`src/rtl/bus_watchdog_timer.sv`:
```
module bus_watchdog_timer #(
  parameter int CLK_PER_BASE = 20,
  parameter int CNT_W        = 8,
  parameter int SCALE_W      = 2
) (
  input  logic             clk,
  input  logic             rst_n,
  input  logic [1:0]       reg_addr,
  input  logic             reg_wr,
  input  logic [7:0]       reg_wdata,
  output logic [7:0]       reg_rdata,
  input  logic             xact_start,
  input  logic             xact_end,
  output logic             halt
);

  localparam int DIV_W = (CLK_PER_BASE > 1) ? $clog2(CLK_PER_BASE) : 1;
  localparam int PRE_W = (2 ** SCALE_W) - 1;
  localparam logic [DIV_W-1:0] DIV_LAST = DIV_W'(CLK_PER_BASE - 1);
  localparam logic [CNT_W-1:0] CNT_MAX  = '1;

  logic [DIV_W-1:0]   div_q;
  logic [PRE_W-1:0]   pre_q;
  logic [CNT_W-1:0]   cnt_q;
  logic [CNT_W-1:0]   limit_q;
  logic [CNT_W-1:0]   elapsed_q;
  logic [SCALE_W-1:0] scale_q;
  logic               busy_q;
  logic               tmo_q;
  logic               elf_q;

  logic               base_tick;
  logic               unit_tick;
  logic [PRE_W-1:0]   pre_mask;
  logic               closing;
  logic               trip;
  logic               wr_limit;
  logic               wr_stat;

  assign pre_mask  = PRE_W'((1 << scale_q) - 1);
  assign base_tick = busy_q && (div_q == DIV_LAST);
  assign unit_tick = base_tick && ((pre_q & pre_mask) == pre_mask);
  assign closing   = busy_q && xact_end && !xact_start;
  assign trip      = busy_q && !xact_start && !xact_end && unit_tick &&
                     (limit_q != '0) && (cnt_q == limit_q) && (cnt_q != CNT_MAX);
  assign wr_limit  = reg_wr && (reg_addr == 2'd0);
  assign wr_stat   = reg_wr && (reg_addr == 2'd1);
  assign halt      = tmo_q;

  always_comb begin
    case (reg_addr)
      2'd0:    reg_rdata = 8'(limit_q);
      2'd1:    reg_rdata = {4'b0, tmo_q, elf_q, 2'(scale_q)};
      2'd2:    reg_rdata = 8'(elapsed_q);
      default: reg_rdata = 8'h00;
    endcase
  end

  always_ff @(posedge clk) begin
    if (!rst_n) begin
      div_q <= '0;
      pre_q <= '0;
      cnt_q <= '0;
      busy_q <= 1'b0;
    end else if (xact_start) begin
      div_q <= '0;
      pre_q <= '0;
      cnt_q <= '0;
      busy_q <= 1'b1;
    end else begin
      if (busy_q) div_q <= base_tick ? '0 : div_q + 1'b1;
      if (base_tick) pre_q <= pre_q + 1'b1;
      if (unit_tick && cnt_q != CNT_MAX) cnt_q <= cnt_q + 1'b1;
      if (xact_end) busy_q <= 1'b0;
    end
  end

  always_ff @(posedge clk) begin
    if (!rst_n) begin
      limit_q   <= '0;
      scale_q   <= '0;
      elapsed_q <= '0;
      elf_q     <= 1'b0;
      tmo_q     <= 1'b0;
    end else begin
      if (wr_limit) limit_q <= reg_wdata[CNT_W-1:0];
      if (wr_stat)  scale_q <= reg_wdata[SCALE_W-1:0];
      if (closing) begin
        elapsed_q <= cnt_q;
        elf_q     <= 1'b1;
      end else if (wr_stat && reg_wdata[2]) begin
        elf_q     <= 1'b0;
      end
      if (trip)                          tmo_q <= 1'b1;
      else if (wr_stat && reg_wdata[3])  tmo_q <= 1'b0;
    end
  end

  assert_halt_over_limit_R3: assert property (@(posedge clk) disable iff (!rst_n)
    $rose(halt) |-> (cnt_q > limit_q));

  assert_zero_limit_quiet_R4: assert property (@(posedge clk) disable iff (!rst_n)
    (limit_q == '0) |=> !$rose(halt));

  assert_elapsed_only_on_end_R5: assert property (@(posedge clk) disable iff (!rst_n)
    !(busy_q && xact_end) |=> $stable(elapsed_q));

  assert_count_saturates_R6: assert property (@(posedge clk) disable iff (!rst_n)
    (busy_q && !xact_start && cnt_q == CNT_MAX) |=> (cnt_q == CNT_MAX));

  assert_halt_sticky_R7: assert property (@(posedge clk) disable iff (!rst_n)
    (halt && !(reg_wr && reg_addr == 2'd1 && reg_wdata[3])) |=> halt);

  assert_restart_clears_R9: assert property (@(posedge clk) disable iff (!rst_n)
    xact_start |=> (cnt_q == '0 && busy_q));

endmodule

```
`config.mk`:
```
export PLATFORM = sky130hd
export DESIGN_NAME = bus_watchdog_timer
export DESIGN_NICKNAME = d
export VERILOG_FILES = /design/src/rtl/bus_watchdog_timer.sv
export SDC_FILE = /design/constraint.sdc
export NUM_CORES = 1
export LEC_CHECK = 0
export ABC_AREA = 1
export ABC_CLOCK_PERIOD_IN_PS = 1800
export BUFFER_PORTS_ARGS = -buffer_cell sky130_fd_sc_hd__buf_2
export CAP_MARGIN = 20
export CORE_MARGIN = 4
export CORE_UTILIZATION = 40
export CTS_CLUSTER_DIAMETER = 40
export DETAILED_ROUTE_END_ITERATION = 6
export PLACE_DENSITY = 0.68
export RECOVER_POWER = 25
export SLEW_MARGIN = 20
export SYNTH_ARGS = -nofsm -noshare
export SYNTH_HDL_FRONTEND = slang
export SYNTH_SLANG_ARGS = --single-unit
```
`constraint.sdc`:
```
create_clock -name clk -period 1.8 [get_ports clk]
set_clock_uncertainty 0.15 [all_clocks]
set_input_delay 0.09 -clock clk [delete_from_list [all_inputs] [get_ports clk]]
set_output_delay 0.09 -clock clk [all_outputs]
set_load 0.02 [all_outputs]
```
==> results.toml, run 1 <==
[setup_path]
crit_family = "simple AND/OR/NAND/NOR gates"
cp.arrival_ns = 1.67
critPathKind = "flop to flop"
worst-path-buf-inv = 0
cp.required_ns = 1.88
crit_start = "div_q[0]"
startpoint_type = "flop"
max_stage_delay_ns = 0.38
reg2reg_to = "cnt_q[1]"
crit_chain = "ha_1 -> nand2_2 -> nor2_4 -> nand3_2 -> nor2_4 -> o21ai_0 -> nor2_1"
worstSetupEndpointType = "flop"
crit_path_max_fanout = 8
r2r_cells = 7
r2r-start = "div_q[0]"
r2r_setup_slack_ns = 0.21
cp_slowest_cell = "dfxtp_1"
worstSetupPathDepth = 7
critical_path.most_common_cell = "nor2_4"

[cells_and_area]
layout.nets = 318
diodes = 0
areaGrowthSynthToFinish_pct = 20.5
layout-drive-gt1-share = 0.123

[yosys]
synth_ff_type = "dfxtp_1"
synth_top_cell_area_share = 0.403
ys_seq_elements = 37
synth_cell_types = 25
ys.warnings.count = 0
yosys.area.top_type = "dfxtp_1"
synth_area_leaders = "dfxtp_1 40%, nand2_1 12%, o21ai_0 7.9%"
yosysMostFrequentCell = "nand2_1"
synth_commonest_cells = "58 x nand2_1, 37 x dfxtp_1, 32 x inv_1"
synth_edf_count = 0
async_reset_ff_frac = 0
avgSynthCellArea_um2 = 7.12
syn_nets = 276
postSynthCellCount = 258
netlist_area_um2 = 1840
ys_seq_area_frac = 0.403

[placed_design]
dp_hpwl_mm = 3.02
place_ws_ns = 0.232
port_buffers = 23
place_congestion = 0.775

[routing]
viasPerCell = 4.88
drtIter0Drc = 103
dr.pass1.iters = 4
ant_nets = 0
drc = 0
avgRoutedWirePerCell_um = 12.3
routed_wl_mm = 4.35
num_vias = 1722

[floorplan]
die_y_um = 75.8
die_x_um = 75.8
start_util = 0.416
rows = 24
core-area_um2 = 4410
dieArea_um2 = 5740
io_pins = 24

[clock_network]
clk_path_buf_depth = 2
postCtsSetupBuffers = 0
clock-sinks = 37
clk_latency_ns = 0.30
cts_root_buf = "clkbuf_8"
cts_buffers = 5
htreeDepth = 2
clkSlewWorstSetupHoldPaths_ns = 0.08
hold_buffers = 13
cts_tree = "done"
cts_resized = 0

[hold_path]
whs_path_depth = 6
hold_path_end = "halt"
hold_start = "reg_addr[0]"
min_path_type = "input port to flop"

[global_routing]
first_global_vias = 1584
grt_use_total = 0.169
overflow = 0
grt_max_degree = 19
antenna_found_initial = 0
grt_pass1_wl_mm = 7.28

[timing]
finalWorstSetupSlack_ns = 0.212
layout_min_cycle_time_ns = 1.59
fmax_mhz = 630
fin_crit_sh = 0.882
rsz0062_at_grt = "no"
final-setup-viol-count = 0
max_slew_margin = 0.557
tightest_slew_ns = 0.664
hold_violations = 0
fin_setup_tns_ns = 0
slew_viol_final = 0

[power]
powerDensity_nw_per_um2 = 719
total_power_w = 0.00159
peakVddDrop_mv = 0.553
power_leakage_nw = 0.868

[run]
cap_violations = 0

[run_status]
status = "completed"
## worst max-delay path by stage
stage               end  slack [ns]
2_1_floorplan  cnt_q[6]        0.37
6_report       cnt_q[1]        0.21
3_5_place_dp   cnt_q[1]        0.23
3_3_place_gp   cnt_q[5]        0.30
5_1_grt        cnt_q[4]        0.07
4_1_cts        cnt_q[1]        0.22
## cell usage in the layout (no fill, tap or decap), types with 4 or more instances in the layout
master	count
xor2_1	6
nand3_1	9
xnor2_1	4
o21ai_0	29
clkbuf_8	5
o211ai_1	4
dlygate4sd3_1	13
nor2_1	24
nand2_1	58
buf_2	14
clkbuf_1	11
a21oi_1	28
dfxtp_1	37
inv_1	32
## report_power, final
group | internal [W] | switching [W] | leakage [nW] | total (W)
Sequential | 0.000840 | 0.0000142 | 0.300 | 0.000854
Combinational | 0.0000673 | 0.0000985 | 0.523 | 0.000166
Clock | 0.000268 | 0.000304 | 0.0450 | 0.000572
## metal layers
| metal | global-route usage | vias to the layer above | part of all wire |
|---|---|---|---|
| li1 | - | 919 | - |
| met1 | 0.226 | 761 | 0.49 |
| met2 | 0.254 | 34 | 0.45 |
| met3 | 0.0435 | 8 | 0.041 |
| met4 | 0.0816 | 0 | 0.021 |
| met5 | 0 | - | 0 |
## through the flow
step / instances / hold slack [ns] / area [um2] / util
6_report: 353 / 0.206 / 2210 / 0.501
4_1_cts: 353 / 0.189 / 2230 / 0.505
5_1_grt: 353 / 0.272 / 2210 / 0.501
2_1_floorplan: 258 / 0.0938 / 1840 / -
3_3_place_gp: 332 / 0.220 / 2020 / 0.457
3_5_place_dp: 332 / 0.220 / 2020 / 0.457
## tightest hold or removal path: stages
cell and delay (ns):
buf_2 0.10, nand2_1 0.08, inv_1 0.15, nand3_1 0.09, nand2_1 0.06, a21oi_1 0.05
## cells by family (layout without fill, tap and decap cells)
group / count (synthesis) / count (layout) / synth area share
AND/OR/NAND/NOR: 108 / 108 / 0.270
AO/OA/AOI/OAI: 62 / 62 / 0.176
buffers and inverters: 38 / 81 / 0.0824
flip-flops: 37 / 37 / 0.403
XOR/XNOR: 10 / 10 / 0.0477
adder cells (fa/ha/maj): 3 / 3 / 0.0204
## sequential cells by signal (all words and copies together), names as in the netlist
signal,flops
busy_q,1
cnt_q,8
div_q,5
elapsed_q,8
elf_q,1
halt,1
limit_q,8
pre_q,3
scale_q,2
## cell type report
class / instances / area [um2]
tap: 52 / 65.1
clock inverter: 2 / 10.0
sequential: 37 / 741
fill: 457 / 2200
timing repair buffer: 39 / 253
clock buffer: 6 / 72.6
inverter: 34 / 128
multi-input combinational: 183 / 945
(Power assumes the default switching activity.)
==> run 2: changes to the inputs <==
--- a/config.mk
+++ b/config.mk
@@ -6,15 +6,16 @@
 export NUM_CORES = 1
 export LEC_CHECK = 0
 export ABC_AREA = 1
-export ABC_CLOCK_PERIOD_IN_PS = 1800
+export ABC_CLOCK_PERIOD_IN_PS = 1400
 export BUFFER_PORTS_ARGS = -buffer_cell sky130_fd_sc_hd__buf_2
 export CAP_MARGIN = 20
 export CORE_MARGIN = 4
 export CORE_UTILIZATION = 40
 export CTS_CLUSTER_DIAMETER = 40
 export DETAILED_ROUTE_END_ITERATION = 6
-export PLACE_DENSITY = 0.68
+export PLACE_DENSITY = 0.7
 export RECOVER_POWER = 25
+export SETUP_SLACK_MARGIN = 0.5
 export SLEW_MARGIN = 20
 export SYNTH_ARGS = -nofsm -noshare
 export SYNTH_HDL_FRONTEND = slang
==> constraint.sdc (replaced) <==
create_clock -name clk -period 1.4 [get_ports clk]
set_clock_uncertainty 0.15 [all_clocks]
set_input_delay 0.07 -clock clk [delete_from_list [all_inputs] [get_ports clk]]
set_output_delay 0.07 -clock clk [all_outputs]
set_load 0.02 [all_outputs]
==> run 2 against run 1 <==
  * The run now ends with negative hold slack, negative setup slack left
  * Wire length up 13%
  * Register-to-register slack worse by 0.28 ns
  * Die area unchanged
  * Maximum frequency up 8.3%
  * Worst setup slack worse by 0.28 ns
  * Cell count up 5.4%
  * Critical endpoint is now halt
  * Highest routed layer unchanged
==> results.toml, run 2 (synthesis results as in run 1) <==
[routing]
ant_nets = 0
drc = 0
drtIter0Drc = 73
dr.pass1.iters = 4
num_vias = 1882
viasPerCell = 5.06
routed_wl_mm = 4.92
avgRoutedWirePerCell_um = 13.2

[floorplan]
die_x_um = 75.8
core-area_um2 = 4410
io_pins = 24
dieArea_um2 = 5740
die_y_um = 75.8
start_util = 0.416
rows = 24

[timing]
tightest_slew_ns = 0.500
fin_crit_sh = 1.05
layout_min_cycle_time_ns = 1.47
rsz0062_at_grt = "yes"
fmax_mhz = 682
finalWorstSetupSlack_ns = -0.0666
max_slew_margin = 0.666
final-setup-viol-count = 10
fin_hold_ws_ns = -0.100
slew_viol_final = 0
hold_violations = 8

[run_status]
violations = "negative hold slack, negative setup slack"
status = "finished with violations"

[cells_and_area]
n_fill_cell = 406
fin_util = 0.596
final_common_cell = "nand2_1"
diodes = 0
layout-drive-gt1-share = 0.394
reg.largest.list = "cnt_q (8), elapsed_q (8), limit_q (8)"
layout.nets = 337
areaGrowthSynthToFinish_pct = 43.3
design_area_um2 = 2630
final_cell_mix = "54 x nand2_1, 30 x buf_4, 24 x inv_1, 24 x a21oi_1, 21 x nor2_1"
fin_cells = 372

[global_routing]
overflow = 0
grt_use_total = 0.181
grt_pass1_wl_mm = 7.80
grt_max_degree = 19
first_global_vias = 1737
antenna_found_initial = 0

[run]
cap_violations = 0

[setup_path]
critPathKind = "flop to flop"
cp.required_ns = 1.48
crit_path_max_fanout = 8
crit_chain = "ha_4 -> nand2_4 -> nor2_4 -> nand3_2 -> nor2_4 -> nand3_2 -> a21oi_2"
cp_slowest_cell = "dfxtp_2"
cp.arrival_ns = 1.55
startpoint_type = "flop"
worstSetupEndpointType = "flop"
max_stage_delay_ns = 0.36

[clock_network]
cts_buffers = 5
clkSlewWorstSetupHoldPaths_ns = 0.08
htreeDepth = 2
clk_path_buf_depth = 2
cts_root_buf = "clkbuf_8"
cts_tree = "done"
clk_latency_ns = 0.29
clock-sinks = 37
hold_buffers = 6

[power]
powerDensity_nw_per_um2 = 882
switching_share = 0.241
p_int_w = 0.00176
combPwrFrac = 0.107
clkPwrFrac = 0.421
p_sw_w = 0.000560
peakVddDrop_mv = 0.705
power_frac_seq = 0.471
total_power_w = 0.00232
power_leakage_nw = 1.07

[hold_path]
min_path_type = "input port to flop"

[placed_design]
place_congestion = 0.804
dp_hpwl_mm = 3.19
place_ws_ns = -0.0308
dp_cells = 346
placed_area_um2 = 2210
port_buffers = 23
run 2: cell types whose count changed in the layout (fill, tap and decap cells not counted), moves of 7 or more:
cell           delta
inv_2             +7
dlygate4sd3_1     -8
dfxtp_2          +12
o21ai_0          -13
buf_4            +28
dfxtp_4           +7
inv_1             -8
dfxtp_1          -19
buf_6             +7
o21ai_2           +9
clkbuf_1          -9
run 2: critical path, delay by kind of cell (launching register included):
kind            cells  cell delay (ns)
fa+ha+maj           1             0.15
simple gates        5             0.62
flops               1             0.36
compound gates      1             0.12
run 2: final timing paths:
| path | from | endpoint | slack (ns) | cells past startpoint |
|---|---|---|---|---|
| worst min-delay path | reg_wdata[0] | limit_q[0] | -0.10 | 3 |
| worst min register to register | scale_q[1] | scale_q[1] | 0.33 | 2 |
| worst max register to register | div_q[1] | halt | -0.07 | 7 |
| worst max-delay path | div_q[1] | halt | -0.07 | 7 |
run 2: timing repair:
| item | CTS | global route |
|---|---|---|
| buffers inserted | 9 | 3 |
| gates resized for setup | 39 | 26 |
| endpoints found under the setup margin | 35 | 42 |
| cloned | 1 | 0 |
| pin swaps | 16 | 13 |
| hold endpoints to repair | 13 | 6 |
run 2: layout make-up:
class | instances | area [um2] | area share
clock buffers | 6 | 82.6 | 0.0314
multi-input cells | 183 | 1070 | 0.405
well taps | 52 | 65.1 | 0.0247
flip-flops and latches | 37 | 782 | 0.297
repair buffers | 58 | 469 | 0.178
clock inverters | 2 | 36.3 | 0.0138
inverters | 34 | 130 | 0.0495
run 2: power groups by stage:
stage | registers (W) | clock network, W | logic, W
finish | 0.00109 | 0.000977 | 0.000249
CTS | 0.00110 | 0.000998 | 0.000247
floorplan | 0.00112 | 0 | 0.000132
detailed placement | 0.00113 | 0 | 0.000206
global placement | 0.00113 | 0 | 0.000202
global route | 0.00110 | 0.00103 | 0.000278
run 2: through the flow:
step	hold slack (ns)	setup TNS [ns]
2_1_floorplan	0.0634	0
3_5_place_dp	0.196	-0.119
5_1_grt	-0.0721	-1.35
6_report	-0.100	-0.454
4_1_cts	-0.0783	-0.00255
3_3_place_gp	0.192	0
run 2: routing by layer:
layer  vias to the layer above  wire (um)  GRT usage
met3                        13        227     0.0383
met2                        51       2450      0.304
met1                       864       2120      0.222
met5                         -          0          0
met4                         0        119     0.0796
li1                        954          -          -
==> run 3: changes to the inputs <==
--- a/config.mk
+++ b/config.mk
@@ -7,13 +7,13 @@
 export LEC_CHECK = 0
 export ABC_AREA = 1
 export ABC_CLOCK_PERIOD_IN_PS = 1400
-export BUFFER_PORTS_ARGS = -buffer_cell sky130_fd_sc_hd__buf_2
 export CAP_MARGIN = 20
 export CORE_MARGIN = 4
 export CORE_UTILIZATION = 40
 export CTS_CLUSTER_DIAMETER = 40
 export DETAILED_ROUTE_END_ITERATION = 6
-export PLACE_DENSITY = 0.7
+export DONT_BUFFER_PORTS = 1
+export PLACE_DENSITY = 0.65
 export RECOVER_POWER = 25
 export SETUP_SLACK_MARGIN = 0.5
 export SLEW_MARGIN = 20
==> run 3 against run 2 <==
  * The flow still finishes with violations (negative hold slack, negative setup slack)
  * Die area is the same
  * First-iteration DRC count shrank 30%
  * Worst setup slack gained 0.0033 ns
  * Clock power shrank 23%
  * Sequential share of layout area grew 1.5 points
  * Sequential cell count is the same
  * Worst hold slack lost 0.16 ns
  * Largest cell class unchanged
==> results.toml, run 3 (synthesis results as in run 1) <==
[run_status]
status = "finished with violations"
violations = "negative hold slack, negative setup slack"

[routing]
ant_nets = 0
avgRoutedWirePerCell_um = 13.2
drtIter0Drc = 51
routed_wl_mm = 4.59
num_vias = 1733
drc = 0
viasPerCell = 4.98
dr.pass1.iters = 4

[setup_path]
cp.arrival_ns = 1.49
r2r-start = "div_q[1]"
r2r_cells = 9
r2r_setup_slack_ns = -0.06
critPathKind = "flop to flop"
startpoint_type = "flop"
crit_path_max_fanout = 8
crit_start = "div_q[1]"
worstSetupEndpointType = "flop"
worst-path-buf-inv = 2
cp_slowest_cell = "dfxtp_2"
cp-endpoint = "cnt_q[4]"
crit_family = "simple AND/OR/NAND/NOR gates"
worstSetupPathDepth = 9
cp.required_ns = 1.43
reg2reg_to = "cnt_q[4]"
max_stage_delay_ns = 0.36
crit_chain = "ha_4 -> nand2_4 -> nor2_4 -> buf_4 -> inv_6 -> nor2_4 -> nand2_4 -> nand2_1 -> a21oi_2"

[placed_design]
dp_cells = 321
port_buffers = 0
place_congestion = 0.805
dp_hpwl_mm = 3.14

[power]
total_power_w = 0.00207
combPwrFrac = 0.102
p_int_w = 0.00152
p_sw_w = 0.000550
peakVddDrop_mv = 0.509
power_frac_seq = 0.534
powerDensity_nw_per_um2 = 845
clkPwrFrac = 0.364
power_leakage_nw = 0.948
switching_share = 0.266

[timing]
finalWorstSetupSlack_ns = -0.0633
final-setup-viol-count = 10
hold_violations = 30
max_slew_margin = 0.677
slew_viol_final = 0
fin_crit_sh = 1.05
fin_hold_ws_ns = -0.255
fin_setup_tns_ns = -0.439
tightest_slew_ns = 0.483
layout_min_cycle_time_ns = 1.46
rsz0062_at_grt = "yes"
fmax_mhz = 683

[floorplan]
die_x_um = 75.8
rows = 24
die_y_um = 75.8
start_util = 0.416
io_pins = 24
dieArea_um2 = 5740
core-area_um2 = 4410

[cells_and_area]
areaGrowthSynthToFinish_pct = 33.3
reg.largest.list = "cnt_q (8), elapsed_q (8), limit_q (8)"
layout-drive-gt1-share = 0.338
layout.nets = 313
final_cell_mix = "52 x nand2_1, 25 x buf_4, 24 x inv_1, 24 x a21oi_1"
fin_cells = 348
diodes = 0
final_common_cell = "nand2_1"
fin_util = 0.555

[global_routing]
grt_pass1_wl_mm = 7.38
first_global_vias = 1644
overflow = 0
grt_max_degree = 20
grt_use_total = 0.171
antenna_found_initial = 0

[clock_network]
clkSlewWorstSetupHoldPaths_ns = 0.08
cts_tree = "done"
clk_latency_ns = 0.30
cts_buffers = 5
htreeDepth = 2
clk_path_buf_depth = 2
cts_root_buf = "clkbuf_8"
clock-sinks = 37

[hold_path]
hold_start = "rst_n"
min_path_type = "input port to flop"

[run]
cap_violations = 0
==> run 3: changes by cell type in the layout (fill, tap and decap cells not counted), sizes merged <==
cell / change
bufinv: -1
buf: -22
dlygate4sd3: -1
dlymetal6s4s: +1
clkbuf: -2
clkinvlp: +1
==> run 3: stage by stage <==
| step | hold slack, ns | cell area [um2] | setup slack, ns |
|---|---|---|---|
| after detailed placement | 0.0635 | 2070 | -0.0309 |
| after global routing | -0.258 | 2450 | -0.187 |
| final | -0.255 | 2450 | -0.0633 |
| after floorplan | 0.0634 | 1920 | 0.106 |
| after global placement | 0.0556 | 2070 | -0.00497 |
| after CTS | -0.262 | 2320 | 0.00574 |
==> run 3: power groups by stage <==
stage / registers, W / clock network [W] / logic (W)
floorplan: 0.00112 / 0 / 0.000132
global placement: 0.00113 / 0 / 0.000159
detailed placement: 0.00113 / 0 / 0.000161
CTS: 0.00110 / 0.000775 / 0.000194
global route: 0.00111 / 0.000820 / 0.000234
finish: 0.00110 / 0.000753 / 0.000210
==> run 3: worst reg2reg max path: cells and delay by family, from the launching register on <==
kind | cells | cell delay [ns]
AO/OA/AOI/OAI | 1 | 0.06
flip-flops | 1 | 0.36
buffers and inverters | 2 | 0.18
AND/OR/NAND/NOR | 5 | 0.45
adder cells (fa/ha/maj) | 1 | 0.16
==> run 3: worst min-delay path by stage <==
stage,endpoint,slack (ns),depth (start not counted)
after detailed placement,limit_q[2],0.06,2
final,limit_q[4],-0.26,2
after CTS,limit_q[4],-0.26,2
after global routing,elapsed_q[2],-0.26,2
after floorplan,busy_q,0.06,2
after global placement,limit_q[2],0.06,2
==> run 3: area by class of cell <==
cell class              instances  area (um2)
flip-flops and latches         37         763
repair buffers                 34         279
fillers                       395        1970
clock buffers                   6        72.6
well taps                      52        65.1
clock inverters                 2        13.8
multi-input cells             183        1110
inverters                      34         140
==> run 3: repair_timing <==
item,CTS,global route
gates cloned,1,0
resized for setup,23,26
hold buffers,4,1
setup buffers,7,6
hold endpoints to repair,37,30
setup endpoints to repair,35,46
pin swaps,15,11
==> run 3: routing by layer <==
layer / wire length (um) / track usage / vias up
met5: 0 / 0 / -
met2: 2170 / 0.262 / 30
met3: 220 / 0.0554 / 5
met4: 64 / 0.0641 / 0
met1: 2130 / 0.222 / 788
li1: - / - / 910
